**config.mk**
```make
export PLATFORM = sky130hd
export DESIGN_NAME = spimem_ctrl
export DESIGN_NICKNAME = d
export VERILOG_FILES = /design/src/rtl/spimem_pkg.sv /design/src/rtl/spimem_sync.sv /design/src/rtl/spimem_page_latch.sv /design/src/rtl/spimem_ctrl.sv
export SDC_FILE = /design/constraint.sdc
export NUM_CORES = 1
export LEC_CHECK = 0
export BUFFER_PORTS_ARGS = -buffer_cell sky130_fd_sc_hd__buf_2
export CAP_MARGIN = 20
export CORE_MARGIN = 5
export CORE_UTILIZATION = 50
export DETAILED_ROUTE_END_ITERATION = 16
export GPL_ROUTABILITY_DRIVEN = 1
export PLACE_DENSITY_LB_ADDON = 0.15
export SLEW_MARGIN = 5
export SYNTH_ARGS = -nofsm -noshare
export SYNTH_HDL_FRONTEND = slang
export SYNTH_SLANG_ARGS = --single-unit
```
**constraint.sdc**
```tcl
create_clock -name clk_i -period 3.05 [get_ports clk_i]
set_input_delay 0.305 -clock clk_i [delete_from_list [all_inputs] [get_ports clk_i]]
set_output_delay 0.305 -clock clk_i [all_outputs]
set_load 0.01 [all_outputs]
```
**src/rtl/spimem_pkg.sv**
```systemverilog
`timescale 1ns/1ps
package spimem_pkg;
  typedef enum logic [1:0] {PH_CMD, PH_ADDR, PH_DATA, PH_SKIP} phase_e;
  typedef enum logic [2:0] {OP_NONE, OP_RDSR, OP_WRSR, OP_READ, OP_WRITE} op_e;

  localparam logic [7:0] OPC_WEL_SET = 8'h06;
  localparam logic [7:0] OPC_WEL_CLR = 8'h04;
  localparam logic [7:0] OPC_SR_RD   = 8'h05;
  localparam logic [7:0] OPC_SR_WR   = 8'h01;
  localparam logic [7:0] OPC_ARR_RD  = 8'h03;
  localparam logic [7:0] OPC_ARR_WR  = 8'h02;
endpackage

```
**src/rtl/spimem_sync.sv**
```systemverilog
`timescale 1ns/1ps
module spimem_sync #(
  parameter int unsigned W      = 4,
  parameter int unsigned STAGES = 2,
  parameter logic [W-1:0] RST   = '0
) (
  input  logic         clk_i,
  input  logic         rst_ni,
  input  logic [W-1:0] d_i,
  output logic [W-1:0] q_o
);
  logic [W-1:0] stg_q [STAGES];

  always_ff @(posedge clk_i or negedge rst_ni) begin
    if (!rst_ni) begin
      for (int i = 0; i < STAGES; i++) stg_q[i] <= RST;
    end else begin
      stg_q[0] <= d_i;
      for (int i = 1; i < STAGES; i++) stg_q[i] <= stg_q[i-1];
    end
  end

  assign q_o = stg_q[STAGES-1];
endmodule

```
**src/rtl/spimem_page_latch.sv**
```systemverilog
`timescale 1ns/1ps
module spimem_page_latch #(
  parameter int unsigned AW     = 12,
  parameter int unsigned PAGE_W = 5
) (
  input  logic                 clk_i,
  input  logic                 rst_ni,
  input  logic                 st_we_i,
  input  logic [PAGE_W-1:0]    st_idx_i,
  input  logic [7:0]           st_data_i,
  input  logic                 clr_i,
  input  logic                 commit_i,
  input  logic [AW-PAGE_W-1:0] page_i,
  output logic                 wr_en_o,
  output logic [AW-1:0]        wr_addr_o,
  output logic [7:0]           wr_data_o,
  output logic                 busy_o,
  output logic                 any_o
);
  localparam int unsigned DEPTH = 1 << PAGE_W;
  localparam logic [PAGE_W-1:0] LAST = PAGE_W'(DEPTH - 1);

  logic [7:0]           lat_q [DEPTH];
  logic [DEPTH-1:0]     vld_q;
  logic                 busy_q;
  logic [PAGE_W-1:0]    idx_q;
  logic [AW-PAGE_W-1:0] page_q;

  for (genvar g = 0; g < DEPTH; g++) begin : g_ent
    always_ff @(posedge clk_i) begin
      if (st_we_i && !busy_q && st_idx_i == PAGE_W'(g)) lat_q[g] <= st_data_i;
    end
  end

  always_ff @(posedge clk_i or negedge rst_ni) begin
    if (!rst_ni) begin
      vld_q     <= '0;
      busy_q    <= 1'b0;
      idx_q     <= '0;
      page_q    <= '0;
      wr_en_o   <= 1'b0;
      wr_addr_o <= '0;
      wr_data_o <= '0;
    end else begin
      if (commit_i && !busy_q) begin
        busy_q <= 1'b1;
        idx_q  <= '0;
        page_q <= page_i;
      end else if (busy_q) begin
        idx_q <= idx_q + 1'b1;
        if (idx_q == LAST) begin
          busy_q <= 1'b0;
          vld_q  <= '0;
        end
      end else if (clr_i) begin
        vld_q <= '0;
      end else if (st_we_i) begin
        vld_q[st_idx_i] <= 1'b1;
      end
      // one entry per clock, skipped when never loaded
      wr_en_o   <= busy_q & vld_q[idx_q];
      wr_addr_o <= {page_q, idx_q};
      wr_data_o <= lat_q[idx_q];
    end
  end

  assign busy_o = busy_q | wr_en_o;
  assign any_o  = |vld_q;
endmodule

```
**src/rtl/spimem_ctrl.sv**
```systemverilog
`timescale 1ns/1ps
module spimem_ctrl
  import spimem_pkg::*;
#(
  parameter int unsigned AW          = 12,
  parameter int unsigned PAGE_W      = 5,
  parameter int unsigned SYNC_STAGES = 2
) (
  input  logic                 clk_i,
  input  logic                 rst_ni,
  input  logic                 cs_ni,
  input  logic                 sck_i,
  input  logic                 si_i,
  input  logic                 hold_ni,
  output logic                 so_o,
  output logic                 so_en_o,
  output logic [AW-1:0]        rd_addr_o,
  input  logic [7:0]           rd_data_i,
  output logic                 wr_en_o,
  output logic [AW-1:0]        wr_addr_o,
  output logic [7:0]           wr_data_o,
  output logic                 cycle_start_o,
  input  logic                 busy_i,
  input  logic                 prot_page_i,
  input  logic                 sr_lock_i,
  output logic [AW-PAGE_W-1:0] wr_page_o,
  output logic [2:0]           prot_cfg_o
);
  localparam int unsigned AHI_W = AW - 8;

  logic [3:0] pins_s;
  logic cs_act, hold_act, si_s, sck_s;

  spimem_sync #(.W(4), .STAGES(SYNC_STAGES), .RST(4'b1100)) u_sync (
    .clk_i  (clk_i),
    .rst_ni (rst_ni),
    .d_i    ({cs_ni, hold_ni, si_i, sck_i}),
    .q_o    (pins_s)
  );
  assign cs_act   = ~pins_s[3];
  assign hold_act = ~pins_s[2];
  assign si_s     = pins_s[1];
  assign sck_s    = pins_s[0];

  phase_e            phase_q;
  op_e               op_q;
  logic [2:0]        bit_q;
  logic              abyte_q;
  logic [6:0]        shin_q;
  logic [AHI_W-1:0]  ahi_q;
  logic [AW-1:0]     addr_q;
  logic              wel_q, wpen_q;
  logic [1:0]        bp_q;
  logic [2:0]        sr_pend_q;
  logic              sr_have_q;
  logic [7:0]        out_q;
  logic              load_q, out_on_q;
  logic              sck_prev_q, cs_prev_q;

  logic rise, fall, cs_end, byte_done, wip, lat_busy, lat_any;
  logic st_we, seq_ok, wr_go, sr_go;
  logic [7:0] byte_in, status;

  assign rise      = sck_s & ~sck_prev_q & cs_act & ~hold_act;
  assign fall      = ~sck_s & sck_prev_q & cs_act & ~hold_act;
  assign cs_end    = cs_prev_q & ~cs_act;
  assign byte_in   = {shin_q, si_s};
  assign byte_done = rise && bit_q == 3'd7;
  assign wip       = busy_i | lat_busy;
  assign status    = {wpen_q, 3'b000, bp_q, wel_q, wip};

  assign st_we  = byte_done && phase_q == PH_DATA && op_q == OP_WRITE;
  assign seq_ok = phase_q == PH_DATA && bit_q == 3'd0 && wel_q && !wip;
  assign wr_go  = seq_ok && op_q == OP_WRITE && lat_any && !prot_page_i;
  assign sr_go  = seq_ok && op_q == OP_WRSR && sr_have_q && !sr_lock_i;

  spimem_page_latch #(.AW(AW), .PAGE_W(PAGE_W)) u_latch (
    .clk_i     (clk_i),
    .rst_ni    (rst_ni),
    .st_we_i   (st_we),
    .st_idx_i  (addr_q[PAGE_W-1:0]),
    .st_data_i (byte_in),
    .clr_i     (cs_end & ~wr_go),
    .commit_i  (cs_end & wr_go),
    .page_i    (addr_q[AW-1:PAGE_W]),
    .wr_en_o   (wr_en_o),
    .wr_addr_o (wr_addr_o),
    .wr_data_o (wr_data_o),
    .busy_o    (lat_busy),
    .any_o     (lat_any)
  );

  always_ff @(posedge clk_i or negedge rst_ni) begin
    if (!rst_ni) begin
      phase_q <= PH_CMD;   op_q <= OP_NONE;
      bit_q <= '0;         abyte_q <= 1'b0;
      shin_q <= '0;        ahi_q <= '0;       addr_q <= '0;
      wel_q <= 1'b0;       wpen_q <= 1'b0;    bp_q <= '0;
      sr_pend_q <= '0;     sr_have_q <= 1'b0;
      out_q <= '0;         load_q <= 1'b0;    out_on_q <= 1'b0;
      sck_prev_q <= 1'b0;  cs_prev_q <= 1'b0;
      so_en_o <= 1'b0;     cycle_start_o <= 1'b0;
    end else begin
      sck_prev_q    <= sck_s;
      cs_prev_q     <= cs_act;
      cycle_start_o <= 1'b0;
      so_en_o       <= cs_act & ~hold_act & out_on_q;
      if (!cs_act) begin
        phase_q <= PH_CMD;  op_q <= OP_NONE;  bit_q <= '0;  abyte_q <= 1'b0;
        load_q <= 1'b0;     out_on_q <= 1'b0; sr_have_q <= 1'b0;
        if (cs_end && wr_go) begin
          wel_q <= 1'b0;
          cycle_start_o <= 1'b1;
        end
        if (cs_end && sr_go) begin
          {wpen_q, bp_q} <= sr_pend_q;
          wel_q <= 1'b0;
          cycle_start_o <= 1'b1;
        end
      end else begin
        if (rise) begin
          shin_q <= byte_in[6:0];
          bit_q  <= bit_q + 1'b1;
        end
        if (byte_done) begin
          unique case (phase_q)
            PH_CMD: begin
              phase_q <= PH_SKIP;
              if (byte_in == OPC_SR_RD) begin
                op_q <= OP_RDSR;  phase_q <= PH_DATA;  load_q <= 1'b1;
              end else if (!wip) begin
                unique case (byte_in)
                  OPC_WEL_SET: wel_q <= 1'b1;
                  OPC_WEL_CLR: wel_q <= 1'b0;
                  OPC_SR_WR:   begin op_q <= OP_WRSR;  phase_q <= PH_DATA; end
                  OPC_ARR_RD:  begin op_q <= OP_READ;  phase_q <= PH_ADDR; end
                  OPC_ARR_WR:  begin op_q <= OP_WRITE; phase_q <= PH_ADDR; end
                  default: ;
                endcase
              end
            end
            PH_ADDR: begin
              abyte_q <= 1'b1;
              if (!abyte_q) ahi_q <= byte_in[AHI_W-1:0];
              else begin
                addr_q  <= {ahi_q, byte_in};
                phase_q <= PH_DATA;
                load_q  <= (op_q == OP_READ);
              end
            end
            PH_DATA: begin
              unique case (op_q)
                OP_READ:  begin addr_q <= addr_q + 1'b1; load_q <= 1'b1; end
                OP_RDSR:  load_q <= 1'b1;
                OP_WRITE: addr_q[PAGE_W-1:0] <= addr_q[PAGE_W-1:0] + 1'b1;
                OP_WRSR:  begin sr_pend_q <= {byte_in[7], byte_in[3:2]}; sr_have_q <= 1'b1; end
                default: ;
              endcase
            end
            default: ;
          endcase
        end
        if (fall) begin
          if (load_q) begin
            out_q    <= (op_q == OP_RDSR) ? status : rd_data_i;
            load_q   <= 1'b0;
            out_on_q <= 1'b1;
          end else begin
            out_q <= {out_q[6:0], 1'b0};
          end
        end
      end
    end
  end

  assign so_o       = out_q[7];
  assign rd_addr_o  = addr_q;
  assign wr_page_o  = addr_q[AW-1:PAGE_W];
  assign prot_cfg_o = {wpen_q, bp_q};
endmodule

```
== Word-level counts from Yosys, hierarchy flattened ==
Memory sizes are Yosys's and may differ from the RTL's. A register that Yosys moved wholly into a read port is not among the register bits.
Index checks and enable logic that the tools add are counted.
Operators by class
  order comparisons: 3
  equal/unequal tests: 54
  bitwise gates (word level): 21
  multiplexer cells: 220
  reduce and logical (&&, ||, !) cells: 119
  add/subtract/negate cells: 4
Operators by type and width (count)
  8-bit 2-to-1 mux: 33
  8-bit OR reduction: 31
  5-bit 2-to-1 mux: 33
  32-bit 2-to-1 mux: 4
  1-bit 2-to-1 mux: 127
  5-bit equality test, second input constant: 17
  1-bit logical AND: 49
  5-bit by 4-bit equality test with 1-bit output, second input constant: 8
  32-bit bitwise OR: 1
  32-bit OR reduction: 1
  8-bit by 3-bit equality test with 1-bit output, second input constant: 3
  12-bit one-hot mux with 2 select lines: 1
  3-bit 2-to-1 mux: 7
  5-bit by 3-bit equality test with 1-bit output, second input constant: 4
  2-bit nonzero test: 10
  8-bit by 2-bit equality test with 1-bit output, second input constant: 2
  12-bit by 1-bit adder with 12-bit output, second input constant: 1
  1-bit bitwise AND: 12
  5-bit by 6-bit < comparator with 1-bit output, second input constant: 2
  12-bit 2-to-1 mux: 1
  4-bit AND reduction: 3
  5-bit by 1-bit adder with 5-bit output, second input constant: 2
  5-bit by 2-bit equality test with 1-bit output, second input constant: 2
  2-bit 2-to-1 mux: 5
  35 further kinds: 62
Word-level totals
  register bits after elaboration: 120
  output and inout bits: 46
  RAM bits: 256
  bits of input ports: 17
  memories kept: 1
  logic and storage cells: 450
Memory list
  u_latch.lat_q: depth 32, bits a word 8, read ports 1, clocked after Yosys merged registers in 1, write ports 1, RTL line spimem_page_latch.sv:23  | logic [7:0] lat_q [DEPTH];

== Depth between registers and ports, before layout ==
  depth after elaboration: 43
  gate-level depth with buffers: 9
  depth with buffers taken out: 7

== Cells and area by module ==
Synthesis repeated with hierarchy kept, for this count alone.
Unflattened totals
  cell total of the unflattened synthesis: 956
  area, all modules: 15746.4 sq um
Modules (own cells, without submodules)
  spimem_page_latch: cells an instance 627, area each 12548.3 sq um, instances 1
  spimem_ctrl: cells an instance 317, area each 2962.8 sq um, instances 1
  spimem_sync: cells an instance 12, area each 235.2 sq um, instances 1

== Worst setup path after synthesis ==
No wires, ideal clock.
  kind: register to register
  start: reg u_sync.stg_q (netlist bit u_sync.q_o[2])
  end: mem u_latch.lat_q[12][0] (enable)
  arrival time: 2.087 ns
  stages on the path, launching flop included: 7
  required time: 2.667 ns
  library setup time: 0.383 ns
  setup slack: 0.579 ns
  path through: dfstp_2 > nor4bb_1 > clkbuf_1 > and4_1 > buf_4 > nand2_1 > nor3_1
Between the ends
  cells in the longest elaborated chain, start to end: 40
  elaborated cells on any way between the ends: 194
  those cells by class: 126 x mux; 1 x bitwise; 67 x reduce/logical
Ends and longest elaborated chain
  from (decl): RTL line spimem_sync.sv:12  | logic [W-1:0] stg_q [STAGES];
  1-bit bitwise AND (*): RTL line spimem_ctrl.sv:64  | assign rise = sck_s & ~sck_prev_q & cs_act & ~hold_act;
  1-bit logical AND (*): RTL line spimem_ctrl.sv:68  | assign byte_done = rise && bit_q == 3'd7;
  1-bit logical AND (*) (2 in a row): RTL line spimem_ctrl.sv:72  | assign st_we = byte_done && phase_q == PH_DATA && op_q == OP_WRITE;
  1-bit logical AND (*): RTL line spimem_page_latch.sv:31  | if (st_we_i && !busy_q && st_idx_i == PAGE_W'(g)) lat_q[g] <= st_data_i;
  1-bit logical AND: RTL line spimem_page_latch.sv:31
  1-bit 2-to-1 mux: RTL line spimem_page_latch.sv:31
  1-bit 2-to-1 mux (implied by the code): RTL line spimem_page_latch.sv:31
  8-bit OR reduction (no source line)
  5-bit 2-to-1 mux (no source line) / 1-bit 2-to-1 mux (equally long branches) (31 in a row)
  to (decl): RTL line spimem_page_latch.sv:23
Mark *: on every way between the ends. The rest lies on a longest branch, timed or not.

== Final worst setup path ==
  start: reg u_sync.stg_q (netlist bit u_sync.q_o[2])
  end: mem u_latch.lat_q[12][3] (enable)
The elaborated chain is that of the path after synthesis.

==> results.toml <==
[layout]
drive_above_1_share_pct = 24.3
multi_input_area_um2 = 4830
finalInstanceArea_um2 = 18700
fillCellCount = 2545
nets = 1204
syn2layout_area_growth_pct = 14.9
seq_area_um2 = 10900
diodes = 0

[pwr]
power_density_nw_per_um2 = 590
leakage_nw = 6.91
vdd_drop_max_uv = 478

[clock_tree]
clock_sinks = 384
cts-resized-gates = 0
cts_root_buffer = "clkbuf_16"
insertion_delay_ps = 520
clk_path_buf_depth = 3
clk_pin_slew_ps = 60
cts_made_buffers = 40
htreeDepth = 2
cts_tree = "done"

[timing]
finalSetupViolations = 0
fin_crit_ps = 2600
slew_headroom_pct = 53.2
clock_skew_ps = 14.1
fin_setup_tns_ps = 0
rsz0062_at_grt = "false"
finalCritPeriodShare_pct = 85.1
fmax_mhz = 385
drv_slew = 0
worst_slew_pin_slew_ps = 701
holdWs_ps = 102
finalHoldViolCount = 0

[floorplan]
core_um2 = 32400
start_util_pct = 50.3
die_w_um = 190
num_io_pins = 63
row_count = 66
die-area_um2 = 36300
fp.dieH_um = 190

[detailed_routing]
viasPerCell = 5.83
final_antenna_net_count = 0
firstDrtPassIters = 5
post-route-drc-count = 0
route.vias.total = 9592
post_drt_wl_per_cell_um = 23.0
drt_wl_total_um = 37800
drtIter0Drc = 775

[global_route]
grt_pass1_vias = 9722
grt_first_pass_wirelength_um = 59300
antenna_found_initial = 0
grt_usage_pct = 21.3
grt.overflow.total = 0
grt_max_degree = 71

[synth]
yosys_warnings = 0
ys_seq_elements = 384
synth_edf_count = 256
netlist_area_um2 = 16300
syn_inst = 1069
synth.avg_cell_area_um2 = 15.2
synthDistinctLibCells = 66
ys.flop_type = "edfxtp_1"
synth-seq-area-share_pct = 66.9
ys_async_sr_fraction_pct = 33.3
synth_nets = 1101

[setup_path]
reg2reg_slack_ps = 450
crit_chain = "nor4bb_2, and4_1, nand2_1, nor3_1, buf_4"
rr_startpoint = "u_sync.q_o[2]"
cp-startpoint = "u_sync.q_o[2]"
cp.required_ps = 3270
critPathCaptureType = "register"
critPathSlowestCell = "dfstp_2"
reg2reg_depth = 5
critPathLaunchType = "register"
rr_endpoint = "u_latch.lat_q[12][3]"
cp.arrival_ps = 2820
worst_path_largest_cell_delay_ps = 560
path_max_fanout = 9
crit_type = "register to register"
crit_path_end = "u_latch.lat_q[12][3]"

[run_status]
status = "finished clean"

[placement]
gp_congestion = 0.890
place_area_um2 = 17400
io_buffers = 62
dp_hpwl_um = 23600

[job]
cap_viol_max_count = 0

[hold_path]
hold_class = "input pin to register"
-- Yosys cell counts, drive strengths merged, types with 6 or more instances --
| cell type | instances | share of area, % |
|---|---|---|
| a21oi | 15 | 0.46 |
| a22oi | 24 | 1.1 |
| a31oi | 15 | 0.58 |
| a32oi | 32 | 1.7 |
| and2 | 8 | 0.31 |
| and3 | 10 | 0.38 |
| buf | 34 | 1.3 |
| clkbuf | 40 | 0.92 |
| dfrtp | 124 | 19 |
| edfxtp | 256 | 47 |
| ha | 15 | 1.2 |
| inv | 50 | 1.2 |
| mux2 | 28 | 2.0 |
| mux2i | 62 | 3.8 |
| mux4 | 56 | 7.7 |
| nand2 | 53 | 1.2 |
| nand3 | 11 | 0.34 |
| nand4 | 13 | 0.50 |
| nor2 | 45 | 1.0 |
| nor2b | 12 | 0.46 |
| nor3 | 14 | 0.43 |
| nor4 | 11 | 0.51 |
| o211ai | 6 | 0.31 |
| o21ai | 47 | 1.4 |
| o22ai | 6 | 0.23 |
| or2 | 9 | 0.35 |
-- final cells by class --
class                      count  share of cell area, %
clock buffer                  58                   6.21
timing repair buffer         135                   4.96
tap                          442                   2.96
sequential                   384                   58.3
clock inverter                14                  0.736
multi-input combinational    559                   25.8
inverter                      52                   1.04
-- how the worst min path moves through the flow --
stage | startpoint | end | slack, ps | cells past startpoint
floorplan | rst_ni | abyte_q | 9 | 0
global placement | u_sync.stg_q[4] | u_sync.q_o[0] | 340 | 0
detailed placement | u_sync.stg_q[5] | u_sync.q_o[1] | 340 | 0
CTS | rd_data_i[6] | out_q[6] | 80 | 3
global route | rd_data_i[6] | out_q[6] | 120 | 3
finish | rd_data_i[6] | out_q[6] | 100 | 3
-- stage by stage --
step	instances	power [W]	util [%]	setup WS, ps
after floorplan	1069	0.00610	-	579
after global placement	1567	0.00634	53.6	524
after detailed placement	1567	0.00635	53.6	490
after CTS	1644	0.0111	57.8	470
after global routing	1644	0.0114	57.8	260
final	1644	0.0110	57.8	454
-- where the power goes --
| part | switching, W | internal [W] | leakage, nW |
|---|---|---|---|
| combinational | 0.000351 | 0.000114 | 2.17 |
| clock | 0.00190 | 0.00289 | 0.638 |
| sequential | 0.0000426 | 0.00574 | 4.10 |
| total | 0.00230 | 0.00874 | 6.91 |
-- registers in the layout, indices dropped and copies added (netlist names), 2 cells and up --
signal             cells
bit_q                  3
shin_q                 7
u_latch.wr_addr_o     12
u_latch.page_q         7
op_q                   3
ahi_q                  4
phase_q                2
rd_addr_o             12
bp_q                   2
u_sync.stg_q           4
sr_pend_q              3
u_latch.vld_q         32
u_latch.wr_data_o      8
u_sync.q_o             4
u_latch.idx_q          5
out_q                  8
u_latch.lat_q        256
-- logic make-up after synthesis --
family                   after synthesis  synth area share [%]
AO/OA/AOI/OAI                        184                  7.95
XOR/XNOR                               4                 0.215
adder cells (fa/ha/maj)               15                  1.15
buffers and inverters                126                  3.42
flip-flops                           384                  66.9
multiplexers                         146                  13.6
AND/OR/NAND/NOR                      210                  6.74
-- placed cells by master (no fill, tap or decap), drive strengths merged, types with 32 or more instances in the layout --
master,Yosys,final
clkbuf,40,58
dfrtp,124,124
o21ai,47,47
nor2,45,45
a32oi,32,32
mux2i,62,62
nand2,53,53
edfxtp,256,256
mux4,56,56
inv,50,50
buf,34,130
-- metal layers --
layer  vias up  global-route usage (%)  part of all wire, %
li1       4335                       -                    -
met1      4944                    32.1                   46
met2       263                    33.3                   47
met3        50                    3.59                  5.1
met4         0                    3.95                  1.6
met5         -                       0                    0
-- repair_timing --
item / CTS / global route
buffers inserted: 0 / 0
hold endpoints to repair: 69 / 0
hold buffers: 5 / 0
-- critical path: cells and delay by family (launching register included) --
kind          cells  cell delay (ps)
simple gates      4             1510
flops             1              560
buf+inv           1              220
No activity file was read; power rests on OpenSTA's default activity.
